### src/rtl/tx_bd_pkg.sv
package tx_bd_pkg;
   // Flag positions above the length and base fields of a descriptor word.
   localparam int FL_RDY  = 0;
   localparam int FL_LAST = 1;
   localparam int FL_INTR = 2;
   localparam int FL_WRAP = 3;
   localparam int FL_SENT = 4;
   localparam int FL_NUM  = 5;

   typedef enum logic [2:0] {
      ST_IDLE,
      ST_POLL,
      ST_STREAM,
      ST_FLAG,
      ST_WB,
      ST_HALT
   } seq_state_e;
endpackage

### src/rtl/tx_bd_table.sv
module tx_bd_table #(
   parameter int NUM_BD   = 8,
   parameter int IDX_W    = 3,
   parameter int DESC_W   = 29,
   parameter int FLAG_LSB = 24
) (
   input  logic              clk,
   input  logic              rst_n,
   input  logic              host_we,
   input  logic [IDX_W-1:0]  host_idx,
   input  logic [DESC_W-1:0] host_wdata,
   output logic [DESC_W-1:0] host_rdata,
   input  logic [IDX_W-1:0]  seq_idx,
   output logic [DESC_W-1:0] seq_rdata,
   input  logic              wb_en,
   input  logic [IDX_W-1:0]  wb_idx,
   input  logic              wb_sent,
   output logic [NUM_BD-1:0] rdy_vec
);
   import tx_bd_pkg::*;

   logic [DESC_W-1:0] ent [NUM_BD];

   for (genvar g = 0; g < NUM_BD; g++) begin : g_ent
      localparam logic [IDX_W-1:0] SLOT = IDX_W'(g);
      // Sequencer write-back wins over a host write to the same slot.
      always_ff @(posedge clk or negedge rst_n) begin
         if (!rst_n) begin
            ent[g] <= '0;
         end else if (wb_en && wb_idx == SLOT) begin
            ent[g][FLAG_LSB+FL_RDY] <= 1'b0;
            if (wb_sent) ent[g][FLAG_LSB+FL_SENT] <= 1'b1;
         end else if (host_we && host_idx == SLOT) begin
            ent[g] <= host_wdata;
         end
      end
      assign rdy_vec[g] = ent[g][FLAG_LSB+FL_RDY];
   end

   assign host_rdata = ent[host_idx];
   assign seq_rdata  = ent[seq_idx];


   wb_clears_rdy_chk: assert property (@(posedge clk) disable iff (!rst_n)
      wb_en |=> !rdy_vec[$past(wb_idx)]);
endmodule

### src/rtl/tx_buf_mem.sv
module tx_buf_mem #(
   parameter int DEPTH = 256,
   parameter int AW    = 8
) (
   input  logic          clk,
   input  logic          we,
   input  logic [AW-1:0] waddr,
   input  logic [7:0]    wdata,
   input  logic [AW-1:0] raddr,
   output logic [7:0]    rdata
);
   logic [7:0] mem [DEPTH];

   always_ff @(posedge clk) begin
      if (we) mem[waddr] <= wdata;
   end

   assign rdata = mem[raddr];
endmodule

### src/rtl/tx_bd_fsm.sv
module tx_bd_fsm #(
   parameter int NUM_BD   = 8,
   parameter int IDX_W    = 3,
   parameter int LEN_W    = 16,
   parameter int BUF_AW   = 8,
   parameter int DESC_W   = 29,
   parameter int FLAG_LSB = 24
) (
   input  logic              clk,
   input  logic              rst_n,
   input  logic              en,
   input  logic              stop_req,
   input  logic              restart_req,
   input  logic [DESC_W-1:0] desc,
   input  logic              tx_ready,
   input  logic              fr_sent,
   output logic [IDX_W-1:0]  cur_idx,
   output logic [BUF_AW-1:0] buf_raddr,
   output logic              tx_valid,
   output logic              tx_last,
   output logic              tx_abort,
   output logic              irq,
   output logic              wb_en,
   output logic [IDX_W-1:0]  wb_idx,
   output logic              wb_sent
);
   import tx_bd_pkg::*;

   seq_state_e        state;
   logic [IDX_W-1:0]  idx, idx_inc, nxt_idx;
   logic [LEN_W-1:0]  cnt, s_len;
   logic [BUF_AW-1:0] s_base;
   logic              s_last, s_intr, s_wrap, abort_q;
   logic              at_end;

   wire [LEN_W-1:0]  d_len  = desc[LEN_W-1:0];
   wire [BUF_AW-1:0] d_base = desc[LEN_W +: BUF_AW];
   wire              d_rdy  = desc[FLAG_LSB+FL_RDY];

   // Table size picks the increment: free rollover or an explicit end compare.
   if ((NUM_BD & (NUM_BD - 1)) == 0) begin : g_pow2
      assign idx_inc = idx + IDX_W'(1);
   end else begin : g_cmp
      assign idx_inc = (idx == IDX_W'(NUM_BD - 1)) ? '0 : idx + IDX_W'(1);
   end
   assign nxt_idx = s_wrap ? '0 : idx_inc;
   assign at_end  = (cnt == s_len - LEN_W'(1));

   always_ff @(posedge clk or negedge rst_n) begin
      if (!rst_n) begin
         state   <= ST_IDLE;
         idx     <= '0;
         cnt     <= '0;
         s_len   <= '0;
         s_base  <= '0;
         s_last  <= 1'b0;
         s_intr  <= 1'b0;
         s_wrap  <= 1'b0;
         abort_q <= 1'b0;
      end else begin
         abort_q <= 1'b0;
         if (!en) begin
            state <= ST_IDLE;
            idx   <= '0;
         end else begin
            unique case (state)
               ST_IDLE: state <= ST_POLL;
               ST_POLL: begin
                  if (stop_req) begin
                     state <= ST_HALT;
                  end else if (d_rdy) begin
                     s_len  <= d_len;
                     s_base <= d_base;
                     s_last <= desc[FLAG_LSB+FL_LAST];
                     s_intr <= desc[FLAG_LSB+FL_INTR];
                     s_wrap <= desc[FLAG_LSB+FL_WRAP];
                     cnt    <= '0;
                     state  <= (d_len == '0) ? ST_WB : ST_STREAM;
                  end
               end
               ST_STREAM: begin
                  if (stop_req) begin
                     state   <= ST_HALT;
                     abort_q <= 1'b1;
                  end else if (tx_ready) begin
                     if (at_end) state <= s_last ? ST_FLAG : ST_WB;
                     else        cnt   <= cnt + LEN_W'(1);
                  end
               end
               ST_FLAG: begin
                  if (stop_req) begin
                     state   <= ST_HALT;
                     abort_q <= 1'b1;
                  end else if (fr_sent) begin
                     state <= ST_WB;
                  end
               end
               ST_WB: begin
                  idx   <= nxt_idx;
                  state <= ST_POLL;
               end
               ST_HALT: if (restart_req) state <= ST_POLL;
               default: state <= ST_IDLE;
            endcase
         end
      end
   end

   assign tx_valid  = (state == ST_STREAM);
   assign tx_last   = tx_valid && s_last && at_end;
   assign wb_en     = (state == ST_WB);
   assign wb_idx    = idx;
   assign wb_sent   = s_last;
   assign irq       = wb_en && s_intr;
   assign tx_abort  = abort_q;
   assign cur_idx   = idx;
   assign buf_raddr = s_base + cnt[BUF_AW-1:0];


   abort_excl_chk: assert property (@(posedge clk) disable iff (!rst_n)
      tx_abort |-> !tx_valid);

   disabled_quiet_chk: assert property (@(posedge clk) disable iff (!rst_n)
      !en |=> (!tx_valid && !irq));

   zero_len_chk: assert property (@(posedge clk) disable iff (!rst_n)
      (state == ST_POLL && en && !stop_req && d_rdy && d_len == '0) |=> wb_en);
endmodule

### src/rtl/tx_bd_seq.sv
module tx_bd_seq #(
   parameter  int NUM_BD    = 8,
   parameter  int LEN_W     = 16,
   parameter  int BUF_DEPTH = 256,
   localparam int IDX_W     = $clog2(NUM_BD),
   localparam int BUF_AW    = $clog2(BUF_DEPTH),
   localparam int FLAG_LSB  = LEN_W + BUF_AW,
   localparam int DESC_W    = FLAG_LSB + tx_bd_pkg::FL_NUM
) (
   input  logic              clk,
   input  logic              rst_n,
   input  logic              en,
   input  logic              stop_req,
   input  logic              restart_req,
   input  logic              bd_we,
   input  logic [IDX_W-1:0]  bd_addr,
   input  logic [DESC_W-1:0] bd_wdata,
   output logic [DESC_W-1:0] bd_rdata,
   input  logic              buf_we,
   input  logic [BUF_AW-1:0] buf_addr,
   input  logic [7:0]        buf_wdata,
   output logic              tx_valid,
   input  logic              tx_ready,
   output logic [7:0]        tx_data,
   output logic              tx_last,
   input  logic              fr_sent,
   output logic              tx_abort,
   output logic              irq
);
   initial begin
      assert (NUM_BD >= 2) else $error("NUM_BD must be at least 2");
      assert (BUF_DEPTH == (1 << BUF_AW)) else $error("BUF_DEPTH must be a power of two");
      assert (LEN_W >= BUF_AW) else $error("LEN_W must cover the buffer address");
   end

   logic [DESC_W-1:0] seq_desc;
   logic [IDX_W-1:0]  cur_idx, wb_idx;
   logic              wb_en, wb_sent;
   logic [NUM_BD-1:0] rdy_vec;
   logic [BUF_AW-1:0] buf_raddr;

   tx_bd_table #(.NUM_BD(NUM_BD), .IDX_W(IDX_W), .DESC_W(DESC_W), .FLAG_LSB(FLAG_LSB)) u_table (
      .clk(clk), .rst_n(rst_n),
      .host_we(bd_we), .host_idx(bd_addr), .host_wdata(bd_wdata), .host_rdata(bd_rdata),
      .seq_idx(cur_idx), .seq_rdata(seq_desc),
      .wb_en(wb_en), .wb_idx(wb_idx), .wb_sent(wb_sent), .rdy_vec(rdy_vec)
   );

   tx_buf_mem #(.DEPTH(BUF_DEPTH), .AW(BUF_AW)) u_buf (
      .clk(clk), .we(buf_we), .waddr(buf_addr), .wdata(buf_wdata),
      .raddr(buf_raddr), .rdata(tx_data)
   );

   tx_bd_fsm #(.NUM_BD(NUM_BD), .IDX_W(IDX_W), .LEN_W(LEN_W), .BUF_AW(BUF_AW),
               .DESC_W(DESC_W), .FLAG_LSB(FLAG_LSB)) u_fsm (
      .clk(clk), .rst_n(rst_n), .en(en), .stop_req(stop_req), .restart_req(restart_req),
      .desc(seq_desc), .tx_ready(tx_ready), .fr_sent(fr_sent),
      .cur_idx(cur_idx), .buf_raddr(buf_raddr), .tx_valid(tx_valid), .tx_last(tx_last),
      .tx_abort(tx_abort), .irq(irq), .wb_en(wb_en), .wb_idx(wb_idx), .wb_sent(wb_sent)
   );


   stall_hold_chk: assert property (@(posedge clk) disable iff (!rst_n)
      (tx_valid && !tx_ready && en && !stop_req) |=> (tx_valid && $stable(tx_data)));

   irq_returns_chk: assert property (@(posedge clk) disable iff (!rst_n)
      irq |=> !rdy_vec[$past(cur_idx)]);

   stop_keeps_chk: assert property (@(posedge clk) disable iff (!rst_n)
      (tx_valid && stop_req && en) |=> rdy_vec[$past(cur_idx)]);
endmodule

### config.mk
export PLATFORM = sky130hd
export DESIGN_NAME = tx_bd_seq
export DESIGN_NICKNAME = d
export VERILOG_FILES = /design/src/rtl/tx_bd_pkg.sv /design/src/rtl/tx_bd_table.sv /design/src/rtl/tx_buf_mem.sv /design/src/rtl/tx_bd_fsm.sv /design/src/rtl/tx_bd_seq.sv
export SDC_FILE = /design/constraint.sdc
export NUM_CORES = 2
export LEC_CHECK = 0
export ABC_AREA = 1
export CAP_MARGIN = 10
export CELL_PAD_IN_SITES_DETAIL_PLACEMENT = 0
export CELL_PAD_IN_SITES_GLOBAL_PLACEMENT = 2
export CORE_ASPECT_RATIO = 0.8
export CORE_MARGIN = 2
export CORE_UTILIZATION = 40
export CTS_CLUSTER_DIAMETER = 150
export CTS_CLUSTER_SIZE = 16
export DETAILED_ROUTE_END_ITERATION = 8
export DONT_BUFFER_PORTS = 1
export PLACE_DENSITY = 0.86
export SLEW_MARGIN = 20
export SYNTH_ARGS = -nofsm -noshare
export SYNTH_HDL_FRONTEND = slang
export SYNTH_SLANG_ARGS = --single-unit
### constraint.sdc
create_clock -name clk -period 6.8 [get_ports clk]
set_clock_uncertainty 0.05 [all_clocks]
set_input_delay 1.02 -clock clk [delete_from_list [all_inputs] [get_ports clk]]
set_output_delay 1.02 -clock clk [all_outputs]
set_load 0.01 [all_outputs]
==> results.json <==
{
  "cp_cell_sequence": "ha_4 > fa_4 > inv_8 > buf_4 > o21ai_0 > o21ai_1 > nand2_1 > nand2_1 > nand2_1 > nand3_1 > nand3_1 > nand2_1 > nand2_1 > nand2_1 > nand2_1 > nand2_1",
  "cts_buffers": 171,
  "max_freq_mhz": 154,
  "final_util_pct": 43.2,
  "grt_first_pass_wirelength_um": 424000,
  "vias_per_cell": 5.67,
  "syn_nets": 8870,
  "synth_flop_cell": "edfxtp_1",
  "pre_cts_slack_ns": 1.24,
  "met2_usage_pct": 34.2,
  "hpwl_um": 156000,
  "gp_congestion": 0.816,
  "powerDensity_nw_per_um2": 391,
  "tightest_slew_ns": 1.34,
  "wl_per_cell_um": 24.2,
  "track_usage_pct": 22.5,
  "p_leak_uw": 0.0358,
  "async_flop_share_pct": 12.1,
  "period_share_pct": 95.8,
  "synth.cell_area_um2": 98000,
  "cts_tree": "built",
  "ys_seq_area_share_pct": 70.0,
  "nNetsFinal": 8547,
  "io_buffer_count": 0,
  "grt_pass1_vias": 63201,
  "hold_viol": 282,
  "grt-ovfl-total": 0,
  "syn_area_per_cell_um2": 11.1,
  "clockBufferDepth": 4,
  "outcome": "finished, violations left",
  "initial_utilization_pct": 40.2,
  "rsz0062_at_grt": "no",
  "synth_seq_cells": 2330,
  "yosysWarnings": 0,
  "min_period_ns": 6.51,
  "max_cap_violations": 0,
  "grt_use_met3_pct": 3.66,
  "hp-class": "in2async",
  "synth-edff-count": 2048,
  "post-route-drc-count": 0,
  "gr-usage-met1_pct": 33.5,
  "cts_root_buffer": "clkbuf_16",
  "cts.repair.resized": 0,
  "std_cell_rows": 162,
  "clock_tree.htree_level_count": 4,
  "io_pins": 98,
  "path_max_fanout": 66,
  "top_usage_layer": "met2",
  "vias": 66768,
  "fin_ws_ns": 0.286,
  "crit_buf_inv": 2,
  "worst-setup-path-type": "reg2out",
  "cts.sinks": 2330,
  "cts_setup_buffers": 0,
  "fillerInstances": 22623,
  "wl_um": 285000,
  "fin_setup_tns_ns": 0,
  "chipWidth_um": 557,
  "antenna_found_initial": 10,
  "cp_slowest_cell": "fa_4",
  "dpl_cell_area_um2": 101000,
  "die_h_um": 447,
  "synthCells": 8797,
  "cp-end-kind": "output pin",
  "max_stage_delay_ns": 0.84,
  "worstPathRequired_ns": 5.73,
  "dieArea_um2": 249000,
  "cp.arrival_ns": 5.44,
  "drive_gt1_share_pct": 4.22,
  "clk_pin_slew_worst_paths_ns": 0.08,
  "antenna_left": 0,
  "fin_hold_ws_ns": -0.208,
  "slew_viol_final": 0,
  "synthToLayoutAreaGrowth_pct": 7.36,
  "postLayoutCellArea_um2": 105000,
  "clock_latency_ns": 0.87,
  "relSlewSlack_pct": 10.7,
  "cp_common_cell": "nand2_1",
  "vdd_drop_max_mv": 0.349,
  "setup_viol": 0,
  "drtIter0Drc": 8023,
  "core_um2": 244000,
  "critPathTopFamily": "simple AND/OR/NAND/NOR gates",
  "critPathLaunchType": "flop",
  "synth.distinct_cells": 51,
  "violations": "negative hold slack",
  "drt_pass1_iterations": 6,
  "grt_max_degree": 283
}
[registers in the layout, indices dropped and copies added, names as in the netlist]
register and flops:
u_table.rdy_vec 8, u_fsm.s_wrap 1, u_fsm.state 3, u_fsm.s_len 16, u_fsm.tx_abort 1, u_fsm.s_base 8, u_fsm.cnt 16, u_fsm.wb_sent 1
u_fsm.s_intr 1, u_table.ent 224, u_fsm.cur_idx 3, u_buf.mem 2048
[layout make-up]
cell class	count	area [um2]	share of cell area, %
antenna	1	2.50	0.00238
timing repair buffer	112	1190	1.13
clock buffer	192	4420	4.20
multi-input combinational	5617	25900	24.6
clock inverter	5	65.1	0.0619
sequential	2330	68600	65.2
inverter	242	943	0.897
tap	3280	4100	3.90
[power by group]
part           internal, uW  leakage [uW]  switching [uW]  total [uW]
combinational          4270        0.0116           11200       15400
sequential            15900        0.0220             325       16300
clock                  4580       0.00219            4830        9410
total                 24800        0.0358           16300       41100
[worst paths after layout]
check / from / cells after the start / endpoint / slack, ns
worst max-delay path: u_fsm.cnt[0] / 16 / tx_data[6] / 0.29
worst max register to register: u_fsm.cur_idx[0] / 9 / u_fsm.s_len[11] / 3.31
worst min-delay path: rst_n / 0 / u_table.ent[202] / -0.21
max in group asynchronous: rst_n / 0 / u_table.ent[92] / 6.44
worst min register to register: u_table.ent[2] / 2 / u_table.ent[2] / 0.44
min in group clk: buf_wdata[6] / 0 / u_buf.mem[49][6] / 0.23
[cell families after synthesis]
kind of cell,share of synthesized area [%]
AO/OA/AOI/OAI,11.4
XOR/XNOR,0.303
adder cells (fa/ha/maj),0.212
buffers and inverters,3.73
flip-flops,70.0
multiplexers,0.138
AND/OR/NAND/NOR,14.2
[layer usage]
layer | part of all wire (%) | routed length [um] | up-vias
li1 | - | - | 30356
met1 | 45 | 127000 | 33348
met2 | 45 | 128000 | 2682
met3 | 8.1 | 23000 | 372
met4 | 2.5 | 7140 | 10
met5 | 0.023 | 67 | -
[stage by stage]
step	power, uW	instances
finish	41100	11779
global route	43200	11779
CTS	41100	11778
detailed placement	31800	11581
global placement	31800	11581
floorplan	26700	8797
[synthesized netlist by cell type (17+ instances only)]
cell,instances,area (um2)
edfxtp_1,2048,61500
nor2_1,1551,5820
nand2_1,1407,5280
o21ai_0,1288,6450
nand3_1,471,2360
o22ai_1,426,2670
clkbuf_1,332,1250
dfrtp_1,282,7060
inv_1,224,841
buf_2,191,956
o21ai_1,186,931
a21oi_1,59,295
buf_4,37,278
buf_1,35,131
xor2_1,21,184
a22oi_1,20,150
a221oi_1,17,149
o2111ai_1,17,149
[placed cells by master, fill, tap and decap left out, types with 4 or more instances in the layout]
master | netlist | layout
a221oi_1 | 17 | 17
o21ai_0 | 1288 | 1286
nand4_1 | 12 | 12
nand2_2 | 4 | 13
o2111ai_1 | 17 | 17
a22oi_1 | 20 | 20
edfxtp_1 | 2048 | 2048
clkbuf_1 | 332 | 18
dfrtp_1 | 282 | 280
a31oi_1 | 7 | 7
nand2_1 | 1407 | 1397
ha_1 | 15 | 14
xor2_1 | 21 | 18
clkbuf_16 | 0 | 174
inv_1 | 224 | 222
mux2_1 | 10 | 10
buf_4 | 37 | 84
o221ai_1 | 14 | 14
nor3_1 | 15 | 15
inv_2 | 15 | 13
o21ai_1 | 186 | 188
nor2_4 | 3 | 5
nor4_1 | 4 | 4
a32oi_1 | 9 | 9
nand3_1 | 471 | 471
o211ai_1 | 11 | 11
xnor2_1 | 11 | 11
nor2_1 | 1551 | 1548
nor2_2 | 7 | 8
nand3b_1 | 5 | 5
o31ai_1 | 4 | 4
nor3_2 | 5 | 5
buf_12 | 0 | 28
o22ai_1 | 426 | 426
a21oi_1 | 59 | 59
No activity file was read; power rests on OpenSTA's default activity.
